==> src/rtl/msi_cap_pkg.sv <==
package msi_cap_pkg;

    localparam int          MAX_VEC    = 32;
    localparam logic [7:0]  CAP_ID_MSI = 8'h05;

    // Bitmap of vectors below the enabled count 2**lg
    function automatic logic [MAX_VEC-1:0] vec_below(input logic [2:0] lg);
        logic [MAX_VEC-1:0] r;
        if (lg >= 3'd5) begin
            r = '1;
        end else begin
            r = (32'd1 << (32'd1 << lg)) - 32'd1;
        end
        return r;
    endfunction

    // Index of the lowest set bit (0 when none)
    function automatic logic [4:0] lowest_set(input logic [MAX_VEC-1:0] v);
        logic [4:0] r;
        r = '0;
        for (int i = MAX_VEC - 1; i >= 0; i--) begin
            if (v[i]) begin
                r = 5'(i);
            end
        end
        return r;
    endfunction

endpackage

==> src/rtl/msi_cfg_regs.sv <==
module msi_cfg_regs
    import msi_cap_pkg::*;
#(
    parameter bit          ADDR64   = 1'b1,
    parameter bit          MASK_EN  = 1'b1,
    parameter int unsigned VEC_LOG2 = 3,
    parameter logic [7:0]  CAP_BASE = 8'h50,
    parameter logic [7:0]  NEXT_PTR = 8'h00
) (
    input  logic               clk,
    input  logic               rst,
    input  logic               wr_fire,
    input  logic [5:0]         addr,
    input  logic [3:0]         be,
    input  logic [31:0]        wdata,
    input  logic [MAX_VEC-1:0] pend_set,
    output logic [31:0]        rdata,
    output logic               en_o,
    output logic [2:0]         mme_o,
    output logic [MAX_VEC-1:0] mask_o,
    output logic [63:0]        addr_o,
    output logic [15:0]        data_o,
    output logic [MAX_VEC-1:0] replay_o,
    output logic               intx_o
);

    localparam logic [5:0] BASE_DW = CAP_BASE[7:2];
    localparam int  CAP_LEN = (ADDR64 ? 14 : 10) + (MASK_EN ? 10 : 0);
    localparam int  CAP_END = int'(CAP_BASE) + CAP_LEN;
    localparam int  NUM_DW  = (CAP_LEN + 3) / 4;
    localparam logic [5:0] DW_DATA = ADDR64 ? 6'd3 : 6'd2;
    localparam logic [5:0] DW_MASK = DW_DATA + 6'd1;
    localparam logic [5:0] DW_PEND = DW_DATA + 6'd2;
    localparam logic [MAX_VEC-1:0] VEC_MASK = vec_below(3'(VEC_LOG2));
    localparam logic [31:0] CTL_WMASK = 32'h0071_0000;

    typedef struct packed {
        logic               en;
        logic [2:0]         mme;
        logic [31:0]        addr_lo;
        logic [31:0]        addr_hi;
        logic [15:0]        data;
        logic [MAX_VEC-1:0] mask;
        logic [MAX_VEC-1:0] pend;
        logic               intx;
    } cfg_state_t;

    cfg_state_t st_d, st_q;

    logic [5:0]         rel;
    logic               in_win;
    logic [31:0]        wm;
    logic [31:0]        bm;
    logic [31:0]        nw;
    logic               overlap;
    logic [MAX_VEC-1:0] replay;

    assign rel    = addr - BASE_DW;
    assign in_win = (addr >= BASE_DW) && (int'(rel) < NUM_DW);

    // Read view of the addressed dword
    always_comb begin
        rdata = '0;
        if (in_win) begin
            if (rel == 6'd0) begin
                rdata = {7'b0, MASK_EN, ADDR64, st_q.mme, 3'(VEC_LOG2),
                         st_q.en, NEXT_PTR, CAP_ID_MSI};
            end else if (rel == 6'd1) begin
                rdata = st_q.addr_lo;
            end else if (ADDR64 && rel == 6'd2) begin
                rdata = st_q.addr_hi;
            end else if (rel == DW_DATA) begin
                rdata = {16'b0, st_q.data};
            end else if (MASK_EN && rel == DW_MASK) begin
                rdata = st_q.mask;
            end else if (MASK_EN && rel == DW_PEND) begin
                rdata = st_q.pend;
            end
        end
    end

    // Writable bits of the addressed dword
    always_comb begin
        wm = '0;
        if (in_win) begin
            if (rel == 6'd0) begin
                wm = CTL_WMASK;
            end else if (rel == 6'd1) begin
                wm = 32'hFFFF_FFFC;
            end else if (ADDR64 && rel == 6'd2) begin
                wm = 32'hFFFF_FFFF;
            end else if (rel == DW_DATA) begin
                wm = 32'h0000_FFFF;
            end else if (MASK_EN && rel == DW_MASK) begin
                wm = VEC_MASK;
            end
        end
    end

    always_comb begin
        bm = {{8{be[3]}}, {8{be[2]}}, {8{be[1]}}, {8{be[0]}}};
        nw = (rdata & ~(wm & bm)) | (wdata & wm & bm);
        overlap = 1'b0;
        for (int b = 0; b < 4; b++) begin
            if (be[b] && (int'({addr, 2'(b)}) >= int'(CAP_BASE))
                      && (int'({addr, 2'(b)}) < CAP_END)) begin
                overlap = 1'b1;
            end
        end
    end

    // Next state
    always_comb begin
        st_d      = st_q;
        st_d.intx = 1'b0;
        replay    = '0;
        if (wr_fire) begin
            if (in_win) begin
                if (rel == 6'd0) begin
                    st_d.en  = nw[16];
                    st_d.mme = nw[22:20];
                end else if (rel == 6'd1) begin
                    st_d.addr_lo = nw;
                end else if (ADDR64 && rel == 6'd2) begin
                    st_d.addr_hi = nw;
                end else if (rel == DW_DATA) begin
                    st_d.data = nw[15:0];
                end else if (MASK_EN && rel == DW_MASK) begin
                    st_d.mask = nw;
                end
            end
            if (overlap && st_d.en) begin
                st_d.intx = 1'b1;
                if (st_d.mme > 3'(VEC_LOG2)) begin
                    st_d.mme = 3'(VEC_LOG2);
                end
                if (MASK_EN) begin
                    st_d.pend = st_d.pend & vec_below(st_d.mme);
                    replay    = st_d.pend & ~st_d.mask;
                    st_d.pend = st_d.pend & ~replay;
                end
            end
        end
        if (MASK_EN) begin
            st_d.pend = st_d.pend | pend_set;
        end
    end

    always_ff @(posedge clk) begin
        if (rst) begin
            st_q <= '0;
        end else begin
            st_q <= st_d;
        end
    end

    assign en_o     = st_q.en;
    assign mme_o    = st_q.mme;
    assign mask_o   = st_q.mask;
    assign addr_o   = ADDR64 ? {st_q.addr_hi, st_q.addr_lo} : {32'b0, st_q.addr_lo};
    assign data_o   = st_q.data;
    assign replay_o = replay;
    assign intx_o   = st_q.intx;

endmodule

==> src/rtl/msi_send_queue.sv <==
module msi_send_queue
    import msi_cap_pkg::*;
(
    input  logic               clk,
    input  logic               rst,
    input  logic [MAX_VEC-1:0] set_i,
    input  logic               ready_i,
    output logic               valid_o,
    output logic [4:0]         vec_o,
    output logic               busy_o
);

    typedef struct packed {
        logic [MAX_VEC-1:0] waiting;
        logic               valid;
        logic [4:0]         vec;
    } q_state_t;

    q_state_t q_d, q_q;

    always_comb begin
        q_d = q_q;
        if (!q_q.valid || ready_i) begin
            if (|q_q.waiting) begin
                q_d.valid              = 1'b1;
                q_d.vec                = lowest_set(q_q.waiting);
                q_d.waiting[q_d.vec]   = 1'b0;
            end else begin
                q_d.valid = 1'b0;
            end
        end
        q_d.waiting = q_d.waiting | set_i;
    end

    always_ff @(posedge clk) begin
        if (rst) begin
            q_q <= '0;
        end else begin
            q_q <= q_d;
        end
    end

    assign valid_o = q_q.valid;
    assign vec_o   = q_q.vec;
    assign busy_o  = (|q_q.waiting) || q_q.valid;

endmodule

==> src/rtl/msi_msg_format.sv <==
module msi_msg_format (
    input  logic [63:0] base_addr,
    input  logic [15:0] base_data,
    input  logic [2:0]  mme,
    input  logic [4:0]  vec,
    input  logic [7:0]  bus_num,
    input  logic [7:0]  devfn,
    output logic [63:0] addr_o,
    output logic [31:0] data_o,
    output logic [15:0] sid_o
);

    logic [15:0] keep;

    always_comb begin
        keep   = 16'hFFFF << mme;
        addr_o = base_addr;
        if (mme == 3'd0) begin
            data_o = {16'b0, base_data};
        end else begin
            data_o = {16'b0, (base_data & keep) | ({11'b0, vec} & ~keep)};
        end
        sid_o  = {bus_num, devfn};
    end

endmodule

==> src/rtl/msi_cap_unit.sv <==
module msi_cap_unit
    import msi_cap_pkg::*;
#(
    parameter bit          ADDR64   = 1'b1,
    parameter bit          MASK_EN  = 1'b1,
    parameter int unsigned VEC_LOG2 = 3,
    parameter logic [7:0]  CAP_BASE = 8'h50,
    parameter logic [7:0]  NEXT_PTR = 8'h00
) (
    input  logic        clk,
    input  logic        rst,
    input  logic        cfg_we,
    input  logic [5:0]  cfg_addr,
    input  logic [3:0]  cfg_be,
    input  logic [31:0] cfg_wdata,
    output logic [31:0] cfg_rdata,
    output logic        cfg_wr_ready,
    input  logic        irq_req,
    input  logic [4:0]  irq_vec,
    input  logic [7:0]  bus_num,
    input  logic [7:0]  devfn,
    output logic        msg_valid,
    input  logic        msg_ready,
    output logic [63:0] msg_addr,
    output logic [31:0] msg_data,
    output logic [15:0] msg_sid,
    output logic        intx_deassert,
    output logic        vec_err
);

    typedef struct packed {
        logic err;
    } top_state_t;

    top_state_t t_d, t_q;

    logic               en;
    logic [2:0]         mme;
    logic [MAX_VEC-1:0] mask;
    logic [63:0]        base_addr;
    logic [15:0]        base_data;
    logic [MAX_VEC-1:0] replay;
    logic [MAX_VEC-1:0] pend_set;
    logic [MAX_VEC-1:0] q_set;
    logic               busy;
    logic               wr_fire;
    logic [4:0]         slot_vec;
    logic               in_range;
    logic               masked;
    logic [MAX_VEC-1:0] vec_1h;

    assign wr_fire = cfg_we && !busy;

    msi_cfg_regs #(
        .ADDR64  (ADDR64),
        .MASK_EN (MASK_EN),
        .VEC_LOG2(VEC_LOG2),
        .CAP_BASE(CAP_BASE),
        .NEXT_PTR(NEXT_PTR)
    ) u_regs (
        .clk     (clk),
        .rst     (rst),
        .wr_fire (wr_fire),
        .addr    (cfg_addr),
        .be      (cfg_be),
        .wdata   (cfg_wdata),
        .pend_set(pend_set),
        .rdata   (cfg_rdata),
        .en_o    (en),
        .mme_o   (mme),
        .mask_o  (mask),
        .addr_o  (base_addr),
        .data_o  (base_data),
        .replay_o(replay),
        .intx_o  (intx_deassert)
    );

    // Request decode against the current register state
    always_comb begin
        vec_1h   = MAX_VEC'(1) << irq_vec;
        in_range = |(vec_below(mme) & vec_1h);
        masked   = MASK_EN && mask[irq_vec];
        pend_set = '0;
        q_set    = replay;
        t_d.err  = 1'b0;
        if (irq_req && en) begin
            if (!in_range) begin
                t_d.err = 1'b1;
            end else if (masked) begin
                pend_set = vec_1h;
            end else begin
                q_set = q_set | vec_1h;
            end
        end
    end

    always_ff @(posedge clk) begin
        if (rst) begin
            t_q <= '0;
        end else begin
            t_q <= t_d;
        end
    end

    msi_send_queue u_queue (
        .clk    (clk),
        .rst    (rst),
        .set_i  (q_set),
        .ready_i(msg_ready),
        .valid_o(msg_valid),
        .vec_o  (slot_vec),
        .busy_o (busy)
    );

    msi_msg_format u_fmt (
        .base_addr(base_addr),
        .base_data(base_data),
        .mme      (mme),
        .vec      (slot_vec),
        .bus_num  (bus_num),
        .devfn    (devfn),
        .addr_o   (msg_addr),
        .data_o   (msg_data),
        .sid_o    (msg_sid)
    );

    assign cfg_wr_ready = !busy;
    assign vec_err      = t_q.err;

endmodule

==> config.mk <==
export PLATFORM = sky130hd
export DESIGN_NAME = msi_cap_unit
export DESIGN_NICKNAME = d
export VERILOG_FILES = /design/src/rtl/msi_cap_pkg.sv /design/src/rtl/msi_cfg_regs.sv /design/src/rtl/msi_send_queue.sv /design/src/rtl/msi_msg_format.sv /design/src/rtl/msi_cap_unit.sv
export SDC_FILE = /design/constraint.sdc
export NUM_CORES = 1
export LEC_CHECK = 0
export BUFFER_PORTS_ARGS = -buffer_cell sky130_fd_sc_hd__buf_4
export CAP_MARGIN = 20
export CORE_UTILIZATION = 40
export DETAILED_ROUTE_END_ITERATION = 8
export GPL_TIMING_DRIVEN = 0
export MAX_ROUTING_LAYER = met4
export PLACE_DENSITY = 0.6
export SLEW_MARGIN = 20
export SYNTH_ARGS = -nofsm -noshare
export SYNTH_HDL_FRONTEND = slang
export SYNTH_SLANG_ARGS = --single-unit
==> constraint.sdc <==
create_clock -name clk -period 6.24 [get_ports clk]
set_input_delay 0.936 -clock clk [delete_from_list [all_inputs] [get_ports clk]]
set_output_delay 0.936 -clock clk [all_outputs]
set_load 0.03 [all_outputs]
Word level (Yosys, flattened, before mapping)
Cells that the tools add are included.

cells by class
  equality and inequality tests = 12
  bitwise logic cells = 23
  add/subtract/negate cells = 3
  order comparisons = 16
  reductions and logical operators = 27
  mux-type cells = 90
  shift-type cells = 6

operators with widths
  kind                                                                                  number
  32-bit 2-to-1 mux                                                                     29
  32-bit AND                                                                            9
  116-bit 2-to-1 mux                                                                    2
  5-bit 2-to-1 mux                                                                      35
  32-bit inverter                                                                       4
  32-bit OR                                                                             4
  112-bit 2-to-1 mux                                                                    1
  80-bit 2-to-1 mux                                                                     1
  33-bit 2-to-1 mux                                                                     2
  32-bit OR reduction                                                                   2
  1-bit by 3-bit << shifter with 32-bit output (first input constant)                   2
  1-bit by 32-bit << shifter with 32-bit output (first input constant)                  2
  32-bit by 1-bit subtractor with 32-bit output (second input constant)                 2
  48-bit 2-to-1 mux                                                                     1
  38-bit 2-to-1 mux                                                                     1
  8-bit by 7-bit greater-or-equal comparator with 1-bit output (second input constant)  4
  8-bit by 7-bit < comparator with 1-bit output (second input constant)                 4
  16-bit 2-to-1 mux                                                                     2
  1-bit by 5-bit << shifter with 32-bit output (first input constant)                   1
  16-bit AND                                                                            1
  5-bit by 16-bit AND with 16-bit output                                                1
  16-bit inverter                                                                       1
  16-bit OR                                                                             1
  16-bit by 3-bit << shifter with 16-bit output (first input constant)                  1
  28 further kinds                                                                      64

word-level totals
  register bits after elaboration = 188
  output and inout bits = 148
  logic and storage cells = 189

Longest topological paths before layout
Gate-level depths: netlist of run 1.

  depth after elaboration = 43
  mapped depth = 16
  depth with buffers taken out = 14

By module
Synthesis of run 1 repeated with hierarchy kept, for this count alone.

second synthesis, totals
  cell total of the unflattened synthesis = 1,625
  area, all modules = 13,043.8 um^2

modules (own cells, without submodules)
  module          area each (um^2)  cells each  times used
  msi_cfg_regs    8,602.0           1,051       1
  msi_send_queue  2,104.5           271         1
  msi_cap_unit    1,448.9           185         1
  msi_msg_format  888.4             118         1

Least setup slack after synthesis of run 1
Ideal clock, no wire load.

  kind = input -> output
  from = in cfg_addr[2]
  to = out cfg_rdata[30]
  path buffers = 3
  cell stages on the path = 10
  arrival time = 3,666 ps
  setup slack = 1,638 ps
  path through = inv_1 ha_1 nand2b_1 o31a_1 clkbuf_1 clkbuf_1 nor3_2 buf_2 a21oi_1 a211oi_1

between the ends
  longest elaborated chain between the ends = 9
  elaborated cells between the ends (all ways) = 17
  those cells by class = add/sub (1); order compare (2); eq/ne (5); mux (7); reduce/logical (2)

RTL lines
  element                                      line                RTL
  start, declared                              msi_cap_unit.sv:13  input logic [5:0] cfg_addr,
  6-bit by 5-bit subtractor with 6-bit output  msi_cfg_regs.sv:58  assign rel = addr - BASE_DW;
  6-bit by 3-bit == test with 1-bit output     msi_cfg_regs.sv:76  end else if (MASK_EN && rel == DW_PEND) begin
  32-bit 2-to-1 mux                            msi_cfg_regs.sv:76
  32-bit 2-to-1 mux                            msi_cfg_regs.sv:74  end else if (MASK_EN && rel == DW_MASK) begin
  32-bit 2-to-1 mux                            msi_cfg_regs.sv:72  end else if (rel == DW_DATA) begin
  32-bit 2-to-1 mux                            msi_cfg_regs.sv:70  end else if (ADDR64 && rel == 6'd2) begin
  32-bit 2-to-1 mux                            msi_cfg_regs.sv:68  end else if (rel == 6'd1) begin
  32-bit 2-to-1 mux                            msi_cfg_regs.sv:65  if (rel == 6'd0) begin
  32-bit 2-to-1 mux *                          msi_cfg_regs.sv:64  if (in_win) begin
  end, declared                                msi_cap_unit.sv:16  output logic [31:0] cfg_rdata,

Mark *: on every way between the ends. The rest lies on a longest branch, timed or not.

Worst setup path after layout of run 1
  from = in cfg_addr[3]
  to = out cfg_rdata[8]

The elaborated chain is that of the path after synthesis.

==> flow_results.xml, run 1 <==
<?xml version="1.0" encoding="UTF-8"?>
<metrics>
  <group name="clock_tree">
    <metric name="tritoncts" unit="">built</metric>
    <metric name="path_clk_slew" unit="ns">0.08</metric>
    <metric name="cts_inserted_buffers" unit="">17</metric>
    <metric name="clock_path_buffers" unit="">2</metric>
    <metric name="post_cts_hold_buffer_count" unit="">0</metric>
    <metric name="clock-root-buffer" unit="">sky130_fd_sc_hd__clkbuf_16</metric>
    <metric name="cts.htree.levels" unit="">4</metric>
    <metric name="clk_latency" unit="ns">0.45</metric>
    <metric name="cells_resized_by_post_cts_repair" unit="">0</metric>
    <metric name="cts_setup_buffers" unit="">0</metric>
    <metric name="clkSinkCount" unit="">188</metric>
  </group>
  <group name="logic_synthesis">
    <metric name="synth-edff-count" unit="">0</metric>
    <metric name="cells_after_synth" unit="">1413</metric>
    <metric name="ys_seq_area_frac" unit="">0.337</metric>
    <metric name="synth-main-ff-cell" unit="">sky130_fd_sc_hd__dfxtp_1</metric>
    <metric name="syn_area" unit="mm²">0.0112</metric>
    <metric name="ys_seq_elements" unit="">188</metric>
    <metric name="yosysWarningCount" unit="">0</metric>
    <metric name="post_synth.cell_area_avg" unit="µm²">7.91</metric>
    <metric name="ys_async_sr_fraction" unit="">0</metric>
    <metric name="yosysUniqueCellTypes" unit="">75</metric>
  </group>
  <group name="pwr">
    <metric name="worst_ir_drop_vdd" unit="µV">182</metric>
    <metric name="share_comb_of_total_power" unit="">0.110</metric>
    <metric name="power_frac_seq" unit="">0.456</metric>
    <metric name="power.static_leakage" unit="nW">5.23</metric>
    <metric name="p_int" unit="W">0.00186</metric>
    <metric name="power_switching" unit="W">0.000770</metric>
    <metric name="p_clk_frac" unit="">0.434</metric>
    <metric name="sw_frac" unit="">0.292</metric>
    <metric name="power.density_cell_area" unit="mW/mm²">193</metric>
  </group>
  <group name="critical_path">
    <metric name="worstPathMaxFanout" unit="">10</metric>
    <metric name="crit_path_buf_inv_count" unit="">6</metric>
    <metric name="worstSetupPathType" unit="">in2out</metric>
    <metric name="worst_path_dominant_cell_family" unit="">buffers and inverters</metric>
    <metric name="worst_ep_arrival_time" unit="ns">4.62</metric>
    <metric name="critPathSlowestCell" unit="">sky130_fd_sc_hd__nor2_1</metric>
    <metric name="critical_path_required" unit="ns">5.30</metric>
    <metric name="cp_slowest_stage_delay" unit="ns">0.97</metric>
    <metric name="critical_path.endpoint_type" unit="">output port</metric>
    <metric name="startpoint_type" unit="">primary input</metric>
    <metric name="worstPathCellList" unit="">buf_4, inv_1, ha_1, clkbuf_1, clkbuf_1, buf_1, nand2_1, nor2_1, a21oi_1, a21oi_1, buf_4</metric>
  </group>
  <group name="routing">
    <metric name="wire_per_inst" unit="µm">23.3</metric>
    <metric name="postRouteWirelength" unit="mm">46.9</metric>
    <metric name="route.vias.total" unit="">11900</metric>
    <metric name="ant_nets" unit="">0</metric>
    <metric name="drc" unit="">0</metric>
    <metric name="drtPass1Iterations" unit="">7</metric>
    <metric name="first_iter_violations" unit="">1155</metric>
    <metric name="vias_per_cell" unit="">5.92</metric>
  </group>
  <group name="grt">
    <metric name="grt_max_degree" unit="">20</metric>
    <metric name="wire_length_of_the_first_global_routing_pass" unit="mm">69.2</metric>
    <metric name="grt_overflow_total" unit="">0</metric>
    <metric name="grt_pass1_vias" unit="">11100</metric>
    <metric name="antenna_violations_before_repair" unit="">0</metric>
    <metric name="grt.total_usage" unit="">0.336</metric>
  </group>
  <group name="sta">
    <metric name="timing.clock.skew" unit="ns">0.0138</metric>
    <metric name="finalWorstPathRequiredPeriod" unit="ns">5.55</metric>
    <metric name="timing.fmax" unit="MHz">180</metric>
    <metric name="setup_viol_count_final" unit="">0</metric>
    <metric name="layout_worst_path_cycle_share" unit="">0.890</metric>
    <metric name="hold_ws" unit="ns">0.484</metric>
    <metric name="setup-tns-final" unit="ns">0</metric>
    <metric name="setup_repair_after_global_routing_missed_its_margin" unit="">false</metric>
    <metric name="worstMarginPinSlew" unit="ns">1.22</metric>
    <metric name="finalHoldViolations" unit="">0</metric>
    <metric name="max_slew_margin" unit="">0.181</metric>
    <metric name="drv_slew" unit="">0</metric>
  </group>
  <group name="placed_design">
    <metric name="io_buffers" unit="">178</metric>
    <metric name="finalWeightedCongestion" unit="">0.989</metric>
    <metric name="place_hpwl" unit="mm">36.3</metric>
  </group>
  <group name="floorplanning">
    <metric name="core_region_area" unit="mm²">0.0272</metric>
    <metric name="dieHeight" unit="µm">169</metric>
    <metric name="floorplan.initialDensity" unit="">0.411</metric>
    <metric name="design.portCount" unit="">216</metric>
    <metric name="dieArea" unit="mm²">0.0286</metric>
    <metric name="die_width" unit="µm">169</metric>
    <metric name="std_cell_rows" unit="">60</metric>
  </group>
  <group name="flow_run">
    <metric name="max-cap-violations" unit="">0</metric>
  </group>
  <group name="run_status">
    <metric name="outcome" unit="">completed</metric>
  </group>
  <group name="worst_hold_path">
    <metric name="hold_path_class" unit="">reg2reg</metric>
  </group>
  <group name="finish">
    <metric name="area_growth" unit="%">22.0</metric>
    <metric name="fin_nets" unit="">1701</metric>
    <metric name="layout_cells_sized_above_1" unit="">0.227</metric>
  </group>
</metrics>
==> cells in the mapped netlist, drive strengths merged (16+ instances only) <==
| library cell | instances | area, µm² |
|---|---|---|
| a21oi | 96 | 480 |
| and2 | 16 | 100 |
| clkbuf | 77 | 289 |
| nor2 | 210 | 788 |
| o21ai | 66 | 330 |
| nor2b | 40 | 250 |
| mux2 | 16 | 180 |
| nor3 | 37 | 205 |
| a32oi | 26 | 228 |
| a211oi | 86 | 646 |
| dfxtp | 188 | 3760 |
| nor4 | 17 | 134 |
| inv | 30 | 113 |
| nand2 | 79 | 297 |
| buf | 127 | 880 |
| mux2i | 43 | 430 |
| nand3 | 31 | 155 |
| o22ai | 17 | 106 |
==> layout by cell type, fill, tap and decap left out, types with 9 or more instances in the layout <==
master / count
sky130_fd_sc_hd__inv_1: 30
sky130_fd_sc_hd__a21oi_1: 96
sky130_fd_sc_hd__o21ai_0: 64
sky130_fd_sc_hd__clkbuf_16: 17
sky130_fd_sc_hd__nor2b_1: 40
sky130_fd_sc_hd__and2_1: 16
sky130_fd_sc_hd__dfxtp_1: 188
sky130_fd_sc_hd__conb_1: 18
sky130_fd_sc_hd__mux2i_1: 43
sky130_fd_sc_hd__buf_1: 15
sky130_fd_sc_hd__a211oi_1: 86
sky130_fd_sc_hd__nor2_1: 210
sky130_fd_sc_hd__mux2_2: 16
sky130_fd_sc_hd__nor4_1: 14
sky130_fd_sc_hd__nand2b_1: 15
sky130_fd_sc_hd__or3_1: 11
sky130_fd_sc_hd__a32oi_1: 26
sky130_fd_sc_hd__clkbuf_1: 77
sky130_fd_sc_hd__nand4_1: 14
sky130_fd_sc_hd__o22ai_1: 17
sky130_fd_sc_hd__nand3_1: 31
sky130_fd_sc_hd__nor3_1: 33
sky130_fd_sc_hd__or2_2: 10
sky130_fd_sc_hd__buf_4: 283
sky130_fd_sc_hd__a22oi_1: 9
sky130_fd_sc_hd__mux4_2: 9
sky130_fd_sc_hd__o211ai_1: 10
sky130_fd_sc_hd__nand2_1: 79
==> layout make-up <==
type                    instances  area, µm²
diodes                          1       2.50
inverters                      30        113
plain buffers                 204       1170
fillers                      2711      13500
flip-flops and latches        188       3760
clock buffers                  17        425
well taps                     372        465
clock inverters                15        173
repair buffers                178       1340
multi-input cells            1007       6190
==> final timing paths <==
check                                  startpoint                end  slack (ns)  cells after the start
worst max-delay path                  cfg_addr[3]       cfg_rdata[8]        0.69                     11
worst min-delay path            u_regs.mask_o[25]  u_regs.mask_o[25]        0.48                      1
worst max register to register    u_queue.q_q[37]  u_regs.data_o[13]        1.94                      9
worst min register to register  u_regs.mask_o[25]  u_regs.mask_o[25]        0.48                      1
==> power by group through the flow <==
stage	combinational [W]	sequential [W]	clock [W]
global route	0.000305	0.00120	0.00120
finish	0.000290	0.00120	0.00114
CTS	0.000282	0.00120	0.00115
global placement	0.000282	0.00123	0
floorplan	0.000168	0.00123	0
detailed placement	0.000281	0.00123	0
==> per-stage QoR <==
| step | area, µm² | cells | setup WS (ns) | util | total power (W) |
|---|---|---|---|---|---|
| finish | 13600 | 2012 | 0.687 | 0.502 | 0.00263 |
| global route | 13600 | 2011 | 0.579 | 0.502 | 0.00270 |
| CTS | 13600 | 2011 | 0.888 | 0.502 | 0.00263 |
| detailed placement | 13000 | 1979 | 0.902 | 0.480 | 0.00151 |
| global placement | 13000 | 1979 | 0.806 | 0.480 | 0.00151 |
| floorplan | 11200 | 1429 | 1.64 | - | 0.00140 |
==> cells by family after synthesis <==
logic type | Yosys count | share of synthesized area
other | 2 | 0.000672
flip-flops | 188 | 0.337
adder cells (fa/ha/maj) | 7 | 0.00784
buffers and inverters | 234 | 0.115
AO/OA/AOI/OAI | 398 | 0.240
AND/OR/NAND/NOR | 516 | 0.227
multiplexers | 68 | 0.0728
==> flip-flops by register name, indices dropped and copies added (netlist names) <==
name and cells:
u_regs.st_q 32, u_regs.mme_o 3, u_queue.valid_o 1, u_regs.intx_o 1, u_queue.q_q 32, vec_err 1, u_regs.mask_o 32, u_regs.addr_o 64
u_regs.en_o 1, u_queue.vec_o 5, u_regs.data_o 16
==> per-layer routing <==
| metal | part of all wire | global-route usage |
|---|---|---|
| met4 | 0.031 | 0.125 |
| met3 | 0.087 | 0.0664 |
| met5 | 0 | - |
| met2 | 0.45 | 0.509 |
| met1 | 0.43 | 0.442 |
(Power assumes the default switching activity.)
==> inputs of run 2 (changes only) <==
--- a/config.mk
+++ b/config.mk
@@ -5,6 +5,7 @@
 export SDC_FILE = /design/constraint.sdc
 export NUM_CORES = 1
 export LEC_CHECK = 0
+export ABC_AREA = 1
 export BUFFER_PORTS_ARGS = -buffer_cell sky130_fd_sc_hd__buf_4
 export CAP_MARGIN = 20
 export CORE_UTILIZATION = 40
==> run 2 against run 1 <==
Sequential power about the same. Area after synthesis decreased by 0.60%. Cell area decreased by 0.14%. Combinational power decreased by 4%. Highest routed layer unchanged. Register-to-register slack improved by 0.31 ns. Critical path depth increased by 1. Fmax increased by 15%. Cell count increased by 13%. Sequential share of layout area about the same. Clock power about the same.
==> flow_results.xml, run 2 <==
<?xml version="1.0" encoding="UTF-8"?>
<metrics>
  <group name="routing">
    <metric name="drc" unit="">0</metric>
    <metric name="first_iter_violations" unit="">1320</metric>
    <metric name="vias_per_cell" unit="">5.42</metric>
    <metric name="wire_per_inst" unit="µm">20.3</metric>
    <metric name="postRouteWirelength" unit="mm">46.2</metric>
    <metric name="drtPass1Iterations" unit="">6</metric>
    <metric name="route.vias.total" unit="">12400</metric>
    <metric name="ant_nets" unit="">0</metric>
  </group>
  <group name="floorplanning">
    <metric name="core_region_area" unit="mm²">0.0271</metric>
    <metric name="dieArea" unit="mm²">0.0284</metric>
    <metric name="std_cell_rows" unit="">60</metric>
    <metric name="floorplan.initialDensity" unit="">0.410</metric>
    <metric name="die_width" unit="µm">169</metric>
    <metric name="design.portCount" unit="">216</metric>
    <metric name="dieHeight" unit="µm">169</metric>
  </group>
  <group name="critical_path">
    <metric name="startpoint_type" unit="">primary input</metric>
    <metric name="r2r_end" unit="">u_queue.q_q[12]</metric>
    <metric name="cp_slowest_stage_delay" unit="ns">0.61</metric>
    <metric name="worstSetupPathType" unit="">in2out</metric>
    <metric name="worst_r2r_startpoint" unit="">u_regs.mme_o[2]</metric>
    <metric name="ff2ff_setup_slack" unit="ns">2.25</metric>
    <metric name="worstPathMaxFanout" unit="">10</metric>
    <metric name="critPathSlowestCell" unit="">sky130_fd_sc_hd__nor2_2</metric>
    <metric name="crit_top_cell" unit="">sky130_fd_sc_hd__buf_4</metric>
    <metric name="ff2ff_path_depth" unit="">15</metric>
    <metric name="worstSetupStartpoint" unit="">cfg_addr[2]</metric>
    <metric name="critical_path.endpoint_type" unit="">output port</metric>
    <metric name="critical_path_required" unit="ns">5.30</metric>
    <metric name="worstPathCellList" unit="">buf_4, inv_1, ha_1, xor2_1, nand2_1, inv_2, o211ai_1, nor2_2, clkbuf_1, o21ai_0, a31oi_1, buf_4</metric>
    <metric name="worst_ep_arrival_time" unit="ns">3.89</metric>
  </group>
  <group name="sta">
    <metric name="setup_repair_after_global_routing_missed_its_margin" unit="">false</metric>
    <metric name="timing.fmax" unit="MHz">207</metric>
    <metric name="finalWorstPathRequiredPeriod" unit="ns">4.83</metric>
    <metric name="max_slew_margin" unit="">0.251</metric>
    <metric name="layout_worst_path_cycle_share" unit="">0.774</metric>
    <metric name="setup-tns-final" unit="ns">0</metric>
    <metric name="setup_viol_count_final" unit="">0</metric>
    <metric name="hold_ws" unit="ns">0.456</metric>
    <metric name="worstMarginPinSlew" unit="ns">1.12</metric>
    <metric name="drv_slew" unit="">0</metric>
    <metric name="finalHoldViolations" unit="">0</metric>
    <metric name="timing.clock.skew" unit="ns">0.0172</metric>
  </group>
  <group name="logic_synthesis">
    <metric name="synth-edff-count" unit="">0</metric>
    <metric name="ys_async_sr_fraction" unit="">0</metric>
    <metric name="yosysUniqueCellTypes" unit="">54</metric>
    <metric name="synth_fa_ha_area_frac" unit="">0.00789</metric>
    <metric name="synthMostInstantiatedCell" unit="">sky130_fd_sc_hd__nand2_1</metric>
    <metric name="syn_area" unit="mm²">0.0111</metric>
    <metric name="synth-main-ff-cell" unit="">sky130_fd_sc_hd__dfxtp_1</metric>
    <metric name="synth_simple_gate_area_frac" unit="">0.259</metric>
    <metric name="synth_compound_gate_area_share" unit="">0.211</metric>
    <metric name="ys_seq_elements" unit="">188</metric>
    <metric name="synth.top_cells.by_count" unit="">sky130_fd_sc_hd__nand2_1 (317), sky130_fd_sc_hd__inv_1 (200), sky130_fd_sc_hd__dfxtp_1 (188)</metric>
    <metric name="ys_seq_area_frac" unit="">0.339</metric>
    <metric name="largest_family_of_logic_cells_by_synthesized_area" unit="">simple AND/OR/NAND/NOR gates</metric>
    <metric name="synth_top_area_share" unit="">0.339</metric>
    <metric name="synth_xor_xnor_area_share" unit="">0.00158</metric>
    <metric name="post_synth.cell_area_avg" unit="µm²">6.62</metric>
    <metric name="yosysWarningCount" unit="">0</metric>
    <metric name="synth.largest_area_cell" unit="">sky130_fd_sc_hd__dfxtp_1</metric>
    <metric name="synth.area.top_cells" unit="">sky130_fd_sc_hd__dfxtp_1 (34%), sky130_fd_sc_hd__nand2_1 (11%), sky130_fd_sc_hd__a21oi_1 (7.2%)</metric>
    <metric name="yosys-mux-area-fraction" unit="">0.00597</metric>
    <metric name="cells_after_synth" unit="">1676</metric>
  </group>
  <group name="finish">
    <metric name="layout_cells_sized_above_1" unit="">0.197</metric>
    <metric name="largest_reg_flops" unit="">64</metric>
    <metric name="layoutNonFillerInstCount" unit="">2279</metric>
    <metric name="mostFrequentLayoutCells" unit="">sky130_fd_sc_hd__nand2_1 (317), sky130_fd_sc_hd__buf_4 (286), sky130_fd_sc_hd__inv_1 (200)</metric>
    <metric name="area_growth" unit="%">22.6</metric>
    <metric name="mostFrequentLayoutCell" unit="">sky130_fd_sc_hd__nand2_1</metric>
    <metric name="fin_nets" unit="">1967</metric>
    <metric name="num-fill-cells" unit="">2855</metric>
  </group>
  <group name="clock_tree">
    <metric name="cts_inserted_buffers" unit="">17</metric>
    <metric name="clk_latency" unit="ns">0.45</metric>
    <metric name="cells_resized_by_post_cts_repair" unit="">0</metric>
    <metric name="clkSinkCount" unit="">188</metric>
    <metric name="clock_path_buffers" unit="">2</metric>
    <metric name="cts.htree.levels" unit="">4</metric>
    <metric name="post_cts_hold_buffer_count" unit="">0</metric>
    <metric name="cts_setup_buffers" unit="">0</metric>
    <metric name="clock-root-buffer" unit="">sky130_fd_sc_hd__clkbuf_16</metric>
    <metric name="path_clk_slew" unit="ns">0.08</metric>
    <metric name="tritoncts" unit="">built</metric>
  </group>
  <group name="grt">
    <metric name="grt_max_degree" unit="">21</metric>
    <metric name="grt_pass1_vias" unit="">11400</metric>
    <metric name="antenna_violations_before_repair" unit="">0</metric>
    <metric name="wire_length_of_the_first_global_routing_pass" unit="mm">68.7</metric>
    <metric name="grt.total_usage" unit="">0.333</metric>
    <metric name="grt_overflow_total" unit="">0</metric>
  </group>
  <group name="placed_design">
    <metric name="io_buffers" unit="">181</metric>
    <metric name="place_hpwl" unit="mm">36.6</metric>
    <metric name="finalWeightedCongestion" unit="">0.985</metric>
    <metric name="post-place-cells" unit="">2245</metric>
  </group>
  <group name="worst_hold_path">
    <metric name="min_to" unit="">u_regs.mask_o[25]</metric>
    <metric name="hold_path_class" unit="">reg2reg</metric>
    <metric name="min_path_cells" unit="">2</metric>
    <metric name="hold_path.startpoint" unit="">u_regs.mask_o[25]</metric>
  </group>
  <group name="pwr">
    <metric name="worst_ir_drop_vdd" unit="µV">201</metric>
    <metric name="power.static_leakage" unit="nW">5.93</metric>
    <metric name="power.density_cell_area" unit="mW/mm²">194</metric>
  </group>
  <group name="run_status">
    <metric name="outcome" unit="">completed</metric>
  </group>
  <group name="flow_run">
    <metric name="max-cap-violations" unit="">0</metric>
  </group>
</metrics>
[run 2: per-layer routing]
layer,share of wire,vias up,global-route usage
met1,0.46,5780,0.467
met3,0.085,81,0.0533
li1,-,5885,-
met5,0,-,-
met2,0.43,606,0.490
met4,0.027,0,0.0976
[run 2: worst max path at each step]
| stage | to | cells after the start |
|---|---|---|
| 6_report | cfg_rdata[13] | 12 |
| 5_1_grt | cfg_rdata[9] | 12 |
| 3_5_place_dp | cfg_rdata[13] | 12 |
| 3_3_place_gp | cfg_rdata[13] | 12 |
| 4_1_cts | cfg_rdata[13] | 12 |
| 2_1_floorplan | cfg_rdata[14] | 11 |
[run 2: layout make-up]
class / count / area [µm²] / share of cell area
buffer: 186 / 1110 / 0.0814
antenna: 2 / 5.00 / 0.000368
inverter: 220 / 831 / 0.0610
multi-input combinational: 1098 / 5460 / 0.401
sequential: 188 / 3760 / 0.276
clock buffer: 17 / 425 / 0.0312
timing repair buffer: 181 / 1360 / 0.0998
tap: 372 / 465 / 0.0342
clock inverter: 15 / 196 / 0.0144
[run 2: kinds of logic (layout without fill, tap and decap cells)]
logic type / after synthesis / count (layout)
fa+ha+maj: 7 / 7
simple gates: 660 / 660
compound gates: 405 / 405
other cells: 2 / 20
xor+xnor: 2 / 2
flops: 188 / 188
buf+inv: 406 / 619
mux: 6 / 6
[run 2: critical path, delay by kind of cell]
family	cells	cell delay (ns)
compound gates	3	0.80
buf+inv	5	1.04
simple gates	2	0.70
xor+xnor	1	0.19
fa+ha+maj	1	0.20
[run 2: per-stage QoR]
stage / utilization / total power [W] / instance area, µm² / worst slack [ns]
after floorplan: - / 0.00139 / 11200 / 2.08
after global placement: 0.479 / 0.00150 / 13000 / 1.50
after detailed placement: 0.479 / 0.00150 / 13000 / 1.53
after CTS: 0.502 / 0.00264 / 13600 / 1.53
after global routing: 0.502 / 0.00272 / 13600 / 1.28
final: 0.502 / 0.00264 / 13600 / 1.41
[run 2: power breakdown]
| group | internal [W] | switching (W) | leakage (nW) |
|---|---|---|---|
| clock network | 0.000582 | 0.000579 | 0.299 |
| logic | 0.0000762 | 0.000201 | 4.12 |
| registers | 0.00120 | 0.00000148 | 1.51 |
==> inputs of run 3 (changes only) <==
--- a/config.mk
+++ b/config.mk
@@ -12,7 +12,7 @@
 export DETAILED_ROUTE_END_ITERATION = 8
 export GPL_TIMING_DRIVEN = 0
 export MAX_ROUTING_LAYER = met4
-export PLACE_DENSITY = 0.6
+export PLACE_DENSITY = 0.62
 export SLEW_MARGIN = 20
 export SYNTH_ARGS = -nofsm -noshare
 export SYNTH_HDL_FRONTEND = slang
==> constraint.sdc (replaced) <==
create_clock -name clk -period 4.15 [get_ports clk]
set_input_delay 0.6225 -clock clk [delete_from_list [all_inputs] [get_ports clk]]
set_output_delay 0.6225 -clock clk [all_outputs]
set_load 0.03 [all_outputs]
==> run 3 against run 2 <==
Via count decreased by 0.53%. Worst hold slack got worse by 0.0040 ns. First-iteration DRC count increased by 6.2%.
==> flow_results.xml, run 3 (synthesis gave the netlist of run 2 again) <==
<?xml version="1.0" encoding="UTF-8"?>
<metrics>
  <group name="pwr">
    <metric name="power.static_leakage" unit="nW">5.94</metric>
    <metric name="worst_ir_drop_vdd" unit="µV">191</metric>
    <metric name="post_route_total_power" unit="W">0.00394</metric>
    <metric name="power.density_cell_area" unit="mW/mm²">289</metric>
  </group>
  <group name="grt">
    <metric name="grt_pass1_vias" unit="">11300</metric>
    <metric name="grt_overflow_total" unit="">0</metric>
    <metric name="grt.total_usage" unit="">0.331</metric>
    <metric name="grt_max_degree" unit="">20</metric>
    <metric name="antenna_violations_before_repair" unit="">1</metric>
    <metric name="wire_length_of_the_first_global_routing_pass" unit="mm">67.9</metric>
  </group>
  <group name="sta">
    <metric name="finalHoldViolations" unit="">0</metric>
    <metric name="timing.clock.skew" unit="ns">0.0140</metric>
    <metric name="worstMarginPinSlew" unit="ns">1.08</metric>
    <metric name="setup_viol_count_final" unit="">0</metric>
    <metric name="layout_worst_path_cycle_share" unit="">0.961</metric>
    <metric name="finalWorstPathRequiredPeriod" unit="ns">3.99</metric>
    <metric name="timing.fmax" unit="MHz">251</metric>
    <metric name="setup_repair_after_global_routing_missed_its_margin" unit="">false</metric>
    <metric name="setup-tns-final" unit="ns">0</metric>
    <metric name="max_slew_margin" unit="">0.279</metric>
    <metric name="drv_slew" unit="">0</metric>
  </group>
  <group name="finish">
    <metric name="area_growth" unit="%">22.6</metric>
    <metric name="layout_cells_sized_above_1" unit="">0.201</metric>
    <metric name="register_area" unit="mm²">0.00376</metric>
    <metric name="mostFrequentLayoutCells" unit="">sky130_fd_sc_hd__nand2_1 (317), sky130_fd_sc_hd__buf_4 (286), sky130_fd_sc_hd__inv_1 (200)</metric>
    <metric name="largest_reg_flops" unit="">64</metric>
    <metric name="mostFrequentLayoutCell" unit="">sky130_fd_sc_hd__nand2_1</metric>
    <metric name="num-fill-cells" unit="">2803</metric>
    <metric name="area_of_the_multi_input_gates" unit="mm²">0.00548</metric>
    <metric name="fin_nets" unit="">1965</metric>
  </group>
  <group name="placed_design">
    <metric name="finalWeightedCongestion" unit="">0.943</metric>
    <metric name="io_buffers" unit="">181</metric>
    <metric name="place_hpwl" unit="mm">36.5</metric>
  </group>
  <group name="floorplanning">
    <metric name="core_region_area" unit="mm²">0.0271</metric>
    <metric name="dieArea" unit="mm²">0.0284</metric>
    <metric name="dieHeight" unit="µm">169</metric>
    <metric name="floorplan.initialDensity" unit="">0.410</metric>
    <metric name="std_cell_rows" unit="">60</metric>
    <metric name="die_width" unit="µm">169</metric>
    <metric name="design.portCount" unit="">216</metric>
  </group>
  <group name="critical_path">
    <metric name="critical_path.endpoint_type" unit="">output port</metric>
    <metric name="critical_path_required" unit="ns">3.53</metric>
    <metric name="worst_r2r_startpoint" unit="">u_regs.mme_o[2]</metric>
    <metric name="ff2ff_setup_slack" unit="ns">0.35</metric>
    <metric name="startpoint_type" unit="">primary input</metric>
    <metric name="worstSetupPathType" unit="">in2out</metric>
    <metric name="worstPathMaxFanout" unit="">10</metric>
    <metric name="r2r_end" unit="">u_queue.q_q[12]</metric>
    <metric name="ff2ff_path_depth" unit="">15</metric>
    <metric name="worst_ep_arrival_time" unit="ns">3.36</metric>
  </group>
  <group name="routing">
    <metric name="first_iter_violations" unit="">1402</metric>
    <metric name="wl_met3" unit="mm">4.02</metric>
    <metric name="route.met2.wl" unit="mm">20.1</metric>
    <metric name="drtPass1Iterations" unit="">8</metric>
    <metric name="wire_per_inst" unit="µm">20.0</metric>
    <metric name="drc" unit="">0</metric>
    <metric name="vias_per_cell" unit="">5.40</metric>
    <metric name="route.vias.total" unit="">12300</metric>
    <metric name="postRouteWirelength" unit="mm">45.7</metric>
    <metric name="routed.top_layer" unit="">met4</metric>
    <metric name="ant_nets" unit="">0</metric>
    <metric name="met1_length" unit="mm">20.1</metric>
  </group>
  <group name="worst_hold_path">
    <metric name="min_path_cells" unit="">2</metric>
    <metric name="hold_path_class" unit="">reg2reg</metric>
    <metric name="min_to" unit="">u_regs.mask_o[25]</metric>
    <metric name="hold_path.startpoint" unit="">u_regs.mask_o[25]</metric>
  </group>
  <group name="clock_tree">
    <metric name="path_clk_slew" unit="ns">0.07</metric>
    <metric name="clock-root-buffer" unit="">sky130_fd_sc_hd__clkbuf_16</metric>
    <metric name="clkSinkCount" unit="">188</metric>
    <metric name="clk_latency" unit="ns">0.45</metric>
    <metric name="tritoncts" unit="">built</metric>
    <metric name="cts.htree.levels" unit="">4</metric>
    <metric name="clock_path_buffers" unit="">2</metric>
    <metric name="cts_inserted_buffers" unit="">17</metric>
  </group>
  <group name="flow_run">
    <metric name="max-cap-violations" unit="">0</metric>
  </group>
  <group name="run_status">
    <metric name="outcome" unit="">completed</metric>
  </group>
</metrics>
-- run 3: power by group --
group	leakage, nW	total, W	switching [W]	internal, W
logic	4.13	0.000416	0.000300	0.000115
registers	1.51	0.00181	0.00000217	0.00181
clock network	0.294	0.00171	0.000848	0.000866
-- run 3: what timing repair did --
action                     4_1_cts  5_1_grt
setup endpoints to repair        0       70
resized for setup                0       12
hold buffers                     0        0
buffers inserted                 0        0
-- run 3: routing by layer --
metal,vias up,track usage
met4,0,0.112
met2,576,0.493
met1,5772,0.445
met3,77,0.0659
li1,5861,-
met5,-,-
-- run 3: how the worst max path moves through the flow --
stage / startpoint / slack [ns] / to
after global routing: cfg_addr[2] / 0.003 / cfg_rdata[11]
final: cfg_addr[2] / 0.16 / cfg_rdata[17]
after floorplan: cfg_addr[2] / 0.54 / u_queue.q_q[12]
after CTS: cfg_addr[2] / 0.05 / cfg_rdata[9]
after detailed placement: cfg_addr[2] / -0.22 / u_queue.q_q[9]
after global placement: cfg_addr[2] / -0.23 / u_queue.q_q[9]
-- run 3: final cells by class --
| class | count | area share |
|---|---|---|
| repair buffers | 181 | 0.0998 |
| clock buffers | 17 | 0.0313 |
| inverters | 220 | 0.0610 |
| flip-flops and latches | 188 | 0.276 |
| multi-input cells | 1098 | 0.403 |
| clock inverters | 15 | 0.0129 |
| diodes | 2 | 0.000368 |
| well taps | 372 | 0.0342 |
| plain buffers | 184 | 0.0813 |
-- run 3: metrics by stage --
stage	std cells	area, µm²	worst slack (ns)	utilization	hold WS (ns)
finish	2277	13600	0.164	0.502	0.452
floorplan	1692	11200	0.544	-	0.417
detailed placement	2245	13000	-0.224	0.479	0.439
global route	2276	13600	0.00345	0.502	0.477
CTS	2277	13600	0.0484	0.501	0.451
global placement	2245	13000	-0.233	0.479	0.435
-- run 3: worst max-delay path, cell delays in order --
cell and delay, ns:
sky130_fd_sc_hd__buf_4 0.13, sky130_fd_sc_hd__inv_1 0.11, sky130_fd_sc_hd__ha_1 0.20, sky130_fd_sc_hd__xor2_1 0.19, sky130_fd_sc_hd__nand4_1 0.42, sky130_fd_sc_hd__clkbuf_1 0.37, sky130_fd_sc_hd__o21ai_0 0.67, sky130_fd_sc_hd__a221oi_1 0.21
sky130_fd_sc_hd__a21oi_1 0.22, sky130_fd_sc_hd__buf_4 0.20
